**src/rtl/hzd_pkg.sv**
```systemverilog
package hzd_pkg;
  localparam int NUM_SRC = 2;

  typedef enum logic [1:0] {
    CAUSE_NONE   = 2'd0,
    CAUSE_LDUSE  = 2'd1,
    CAUSE_BR_EX  = 2'd2,
    CAUSE_BR_MEM = 2'd3
  } stall_cause_e;
endpackage

```
**src/rtl/hzd_src_match.sv**
```systemverilog
module hzd_src_match #(
  parameter int REG_W   = 5,
  parameter int NUM_SRC = 2
) (
  input  logic                            en_i,
  input  logic [REG_W-1:0]                dst_i,
  input  logic [NUM_SRC-1:0][REG_W-1:0]   src_i,
  output logic                            hit_o
);
  logic [NUM_SRC-1:0] eq;
  logic               dst_live;

  // register 0 is hard-wired, never a real producer
  assign dst_live = (dst_i != '0);

  for (genvar g = 0; g < NUM_SRC; g++) begin : g_src
    assign eq[g] = (src_i[g] == dst_i);
  end

  assign hit_o = en_i && dst_live && (|eq);
endmodule

```
**src/rtl/hzd_load_use.sv**
```systemverilog
module hzd_load_use #(
  parameter int REG_W   = 5,
  parameter int NUM_SRC = 2
) (
  input  logic [NUM_SRC-1:0][REG_W-1:0] src_i,
  input  logic [REG_W-1:0]              ex_dst_i,
  input  logic                          ex_mem_read_i,
  output logic                          hit_o
);
  hzd_src_match #(.REG_W(REG_W), .NUM_SRC(NUM_SRC)) u_match (
    .en_i  (ex_mem_read_i),
    .dst_i (ex_dst_i),
    .src_i (src_i),
    .hit_o (hit_o)
  );
endmodule

```
**src/rtl/hzd_branch_chk.sv**
```systemverilog
module hzd_branch_chk #(
  parameter int REG_W   = 5,
  parameter int NUM_SRC = 2
) (
  input  logic                          branch_i,
  input  logic [NUM_SRC-1:0][REG_W-1:0] src_i,
  input  logic [REG_W-1:0]              ex_dst_i,
  input  logic                          ex_mem_read_i,
  input  logic                          ex_reg_write_i,
  input  logic [REG_W-1:0]              mem_dst_i,
  input  logic                          mem_mem_read_i,
  output logic                          ex_hit_o,
  output logic                          mem_hit_o
);
  logic ex_en, mem_en;

  // any producer in EX is too late for a decode compare
  assign ex_en  = branch_i && (ex_reg_write_i || ex_mem_read_i);
  // only a load in MEM is too late; ALU results forward from EX/MEM
  assign mem_en = branch_i && mem_mem_read_i;

  hzd_src_match #(.REG_W(REG_W), .NUM_SRC(NUM_SRC)) u_ex_match (
    .en_i  (ex_en),
    .dst_i (ex_dst_i),
    .src_i (src_i),
    .hit_o (ex_hit_o)
  );

  hzd_src_match #(.REG_W(REG_W), .NUM_SRC(NUM_SRC)) u_mem_match (
    .en_i  (mem_en),
    .dst_i (mem_dst_i),
    .src_i (src_i),
    .hit_o (mem_hit_o)
  );
endmodule

```
**src/rtl/hzd_stall_ctrl.sv**
```systemverilog
module hzd_stall_ctrl
  import hzd_pkg::*;
(
  input  logic         lduse_i,
  input  logic         br_ex_i,
  input  logic         br_mem_i,
  output stall_cause_e cause_o,
  output logic         pc_we_o,
  output logic         ifid_we_o,
  output logic         bubble_o
);
  always_comb begin
    if (lduse_i)       cause_o = CAUSE_LDUSE;
    else if (br_ex_i)  cause_o = CAUSE_BR_EX;
    else if (br_mem_i) cause_o = CAUSE_BR_MEM;
    else               cause_o = CAUSE_NONE;
  end

  assign bubble_o  = (cause_o != CAUSE_NONE);
  assign pc_we_o   = (cause_o == CAUSE_NONE);
  assign ifid_we_o = (cause_o == CAUSE_NONE);
endmodule

```
**src/rtl/hzd_interlock.sv**
```systemverilog
module hzd_interlock
  import hzd_pkg::*;
#(
  parameter int REG_W = 5
) (
  input  logic             clk_i,
  input  logic             rst_ni,
  input  logic [REG_W-1:0] id_rs_i,
  input  logic [REG_W-1:0] id_rt_i,
  input  logic             id_branch_i,
  input  logic [REG_W-1:0] ex_dst_i,
  input  logic             ex_mem_read_i,
  input  logic             ex_reg_write_i,
  input  logic [REG_W-1:0] mem_dst_i,
  input  logic             mem_mem_read_i,
  output logic             pc_we_o,
  output logic             ifid_we_o,
  output logic             bubble_o
);
  logic [NUM_SRC-1:0][REG_W-1:0] srcs;
  logic                          lduse_hit, br_ex_hit, br_mem_hit;
  stall_cause_e                  cause;

  assign srcs = {id_rt_i, id_rs_i};

  hzd_load_use #(.REG_W(REG_W), .NUM_SRC(NUM_SRC)) u_load_use (
    .src_i         (srcs),
    .ex_dst_i      (ex_dst_i),
    .ex_mem_read_i (ex_mem_read_i),
    .hit_o         (lduse_hit)
  );

  hzd_branch_chk #(.REG_W(REG_W), .NUM_SRC(NUM_SRC)) u_branch_chk (
    .branch_i       (id_branch_i),
    .src_i          (srcs),
    .ex_dst_i       (ex_dst_i),
    .ex_mem_read_i  (ex_mem_read_i),
    .ex_reg_write_i (ex_reg_write_i),
    .mem_dst_i      (mem_dst_i),
    .mem_mem_read_i (mem_mem_read_i),
    .ex_hit_o       (br_ex_hit),
    .mem_hit_o      (br_mem_hit)
  );

  hzd_stall_ctrl u_stall_ctrl (
    .lduse_i   (lduse_hit),
    .br_ex_i   (br_ex_hit),
    .br_mem_i  (br_mem_hit),
    .cause_o   (cause),
    .pc_we_o   (pc_we_o),
    .ifid_we_o (ifid_we_o),
    .bubble_o  (bubble_o)
  );

  AST_LDUSE_BUBBLES: assert property (@(posedge clk_i) disable iff (!rst_ni)
    lduse_hit |-> (bubble_o && !pc_we_o));
  AST_HOLD_AGREE: assert property (@(posedge clk_i) disable iff (!rst_ni)
    (pc_we_o == ifid_we_o) && (bubble_o != pc_we_o));
  AST_BR_EX_HOLDS: assert property (@(posedge clk_i) disable iff (!rst_ni)
    br_ex_hit |-> !ifid_we_o);
  AST_BR_MEM_HOLDS: assert property (@(posedge clk_i) disable iff (!rst_ni)
    br_mem_hit |-> !ifid_we_o);
  AST_ZERO_DST_FREE: assert property (@(posedge clk_i) disable iff (!rst_ni)
    (ex_dst_i == '0 && mem_dst_i == '0) |-> !bubble_o);
  AST_IDLE_EX_FREE: assert property (@(posedge clk_i) disable iff (!rst_ni)
    (!ex_mem_read_i && !ex_reg_write_i && !mem_mem_read_i) |-> !bubble_o);
  AST_NONBR_ALU_FREE: assert property (@(posedge clk_i) disable iff (!rst_ni)
    (!id_branch_i && !ex_mem_read_i) |-> pc_we_o);
endmodule

```
**config.mk**
```make
export PLATFORM = sky130hd
export DESIGN_NAME = hzd_interlock
export DESIGN_NICKNAME = d
export VERILOG_FILES = /design/src/rtl/hzd_pkg.sv /design/src/rtl/hzd_src_match.sv /design/src/rtl/hzd_load_use.sv /design/src/rtl/hzd_branch_chk.sv /design/src/rtl/hzd_stall_ctrl.sv /design/src/rtl/hzd_interlock.sv
export SDC_FILE = /design/constraint.sdc
export NUM_CORES = 1
export LEC_CHECK = 0
export CAP_MARGIN = 0
export CORE_AREA = 3 3 40 42
export DETAILED_ROUTE_END_ITERATION = 12
export DIE_AREA = 0 0 43 45
export DONT_BUFFER_PORTS = 1
export GPL_ROUTABILITY_DRIVEN = 0
export PLACE_DENSITY = 0.44
export SLEW_MARGIN = 30
export SYNTH_ARGS = -nofsm -noshare
export SYNTH_HDL_FRONTEND = slang
export SYNTH_SLANG_ARGS = --single-unit
```
**constraint.sdc**
```tcl
create_clock -name vclk -period 1.2
set_input_delay 0.06 -clock vclk [all_inputs]
set_output_delay 0.06 -clock vclk [all_outputs]
set_load 0.02 [all_outputs]
```
==> flow_results.org <==
** Finish
- The layout has roughly 150 filler cells.
- Fraction of final layout cells sized beyond drive strength 1 :: 0.0513
- After the last flow step, the layout net total stands at between 60 and 70.
- Clock buffer count :: 0
- For this run, the number of standard cells in the final layout without fillers is 54.
- Sequential standard cell area :: 0 µm²
- Measured on the finished design, the core utilization comes to 0.247.
- Area growth from synthesis to layout :: 12.9%
- The repair_antennas step left the layout with diodes totalling 0.
- Sequential cell count :: 0
- Area of combinational cells with multiple inputs :: approximately 280 µm²
- Final instance area :: between 300 and 400 µm²

** Global routing
- Number of antenna violations at the first check in global routing :: 0
- Number of global-route vias before repair :: about 280
- In the global route stage, overall resource usage came out at 0.0763.
- Aggregate global routing overflow :: 0
- Global-route wire length before repair :: 1.18 mm
- Maximum number of pins on one net before global-route repair :: 4

** Logic synthesis
- The number of different library cells used by synthesis comes to 12.
- In the synthesized netlist, the number of instances is 39.
- Top post-synthesis cells by area :: xnor2_1 (62%), nand3_1 (7.1%), nand2_1 (5.3%)
- Post-Synthesis Cell Area :: between 200 and 300 µm²
- Post-Syn Nets :: 65
- Fraction of synthesized cell area taken by the top area cell type :: 0.622
- Portion of the post-synthesis area used by sequential elements :: 0
- Of all cell types, the one taking the most synthesized area is xnor2_1.
- Most repeated cell in the gate-level netlist after synthesis :: xnor2_1
- Ranked by instance count, the synthesized netlist is headed by xnor2_1 (20), nand2_1 (4), nand3_1 (4).
- The average instance in the mapped netlist occupies ~7.2 µm².
- During synthesis, Yosys emitted a total of 0 warnings.

** Die
- Overall die area :: just under 0.002 mm²
- The floorplan step set the die width to around 43 µm.
- The floorplan step set the die height to 45 µm.
- Cell Rows :: 13
- The floorplan step defined a core boundary enclosing roughly 0.0013 mm².
- The initial utilization of the core area, before any placement, comes to 0.219.
- Num ports :: 29

** Timing
- Adding up every negative setup slack in the final design gives 0 ns.
- The final hold violation count came to 0.
- Final worst setup slack :: approximately 0.060 ns
- At the pin with the least slew margin, the transition time is between 0.2 and 0.3 ns.
- Relative slew slack :: 0.828
- The clock period could shrink to between 1 and 1.5 ns.
- Final Slew Violations :: 0
- Setup-failing EPs final :: 0
- Hold timing on the final database bottoms out at a slack of about 0.5 ns.
- Setup repair after global routing left no endpoint under its margin.
- Achievable Freq :: around 900 MHz
- Of the available clock period, the critical path in the final layout requires 0.950.

** Worst setup path
- Type of the worst setup path :: primary input to output port
- Longest individual stage delay on the worst path :: ~0.36 ns
- Startpoint type of the worst setup path :: primary input
- Data arrives at the worst endpoint at between 1 and 1.5 ns.
- Walking the worst path, the cells encountered are or3_1 > o311a_1 > a22oi_2 > buf_12.
- Top delay family on crit path :: compound AO/OA/AOI/OAI gates
- Cell depth of the worst setup path :: 4
- STA puts the critical path data required time at about 1.1 ns.
- Kind of end point of the critical path :: output port
- On the critical path, the stage with the largest delay is an instance of or3_1.
- Top fanout value on the critical path :: 3
- The number of buffers and inverters on the critical path is 1.

** Job
- Count of max-cap constraint violations :: 0

** Routing
- Average vias per placed instance :: approximately 5
- Routed length per placed instance :: between 10 and 15 µm
- For this run, the detailed router's first-pass iteration total came to 1.
- Final routed wirelength across all metal layers :: just under 800 µm
- In this run the remaining antenna-violating nets after routing total 0.
- Summing over every cut layer, the via total after detailed routing is roughly 270.
- Initial DRC count :: 0
- DRC viols :: 0

** Pwr
- Total power after layout :: 113 µW
- In this run the power density over the cells is ~360 mW/mm².
- Leakage power of the design :: slightly above 0.08 nW
- Across the VDD grid, the largest voltage drop is around 0.000085 V.

** Clock network
- Gates resized during post-CTS repair numbered 0.
- After clock tree synthesis, the setup repair step added 0 buffers.
- For this design, the CTS-stage hold fixing added 0 buffers.

** Hold path
- In this run the worst hold path is classified as primary input to output port.
- The worst hold path passes through 2 cells.

** Place
- Port-buffer cells :: 0
- After legalization and detailed placement, the total HPWL measured ~750 µm.
- Worst slack after detailed placement :: 0.0659 ns
- Once placement finished, the instance area stood at approximately 320 µm².
- The number of placed instances, taps included, is 54.

** Status
- The flow ran to the end, and the final reports show no timing, DRC or antenna violations.
## path summary, 6_finish.rpt
| check | to | startpoint | slack, ns |
|---|---|---|---|
| max | ifid_we_o | mem_dst_i[1] | 0.06 |
| min | bubble_o | mem_mem_read_i | 0.51 |
## where the power goes
| group | internal, mW | total (mW) | switching, mW | leakage (nW) |
|---|---|---|---|---|
| clock network | 0 | 0 | 0 | 0 |
| logic | 0.0692 | 0.113 | 0.0441 | 0.0809 |
| registers | 0 | 0 | 0 | 0 |
## cell type report
| type | count | share of cell area |
|---|---|---|
| tap | 15 | 0.0591 |
| multi-input combinational | 38 | 0.878 |
| timing repair buffer | 1 | 0.0630 |
## cells by family after synthesis
family,after synthesis,synth area share
and+or+nand+nor,11,0.178
xor gates and xnor gates,20,0.622
AOI/OAI and AO/OA,7,0.173
buffers and inverters,1,0.0267
## layer usage
metal | wire [µm] | global-route usage | up-vias | share of wire
met5 | 0 | 0 | - | 0
li1 | - | - | 135 | -
met3 | 107 | 0.0239 | 0 | 0.14
met4 | 0 | 0 | 0 | 0
met2 | 341 | 0.126 | 14 | 0.44
met1 | 327 | 0.105 | 117 | 0.42
## cells in the final DEF, fill, tap and decap left out
master and instances:
nand2_1 4, a21oi_1 2, a22o_1 1, o22ai_1 2, nor3_1 1, o311a_1 1
nand3_1 4, a22oi_2 1, nor2_1 1, xnor2_1 20, buf_12 1, or3_1 1
Note: power is estimated with default switching activity, not from simulation.
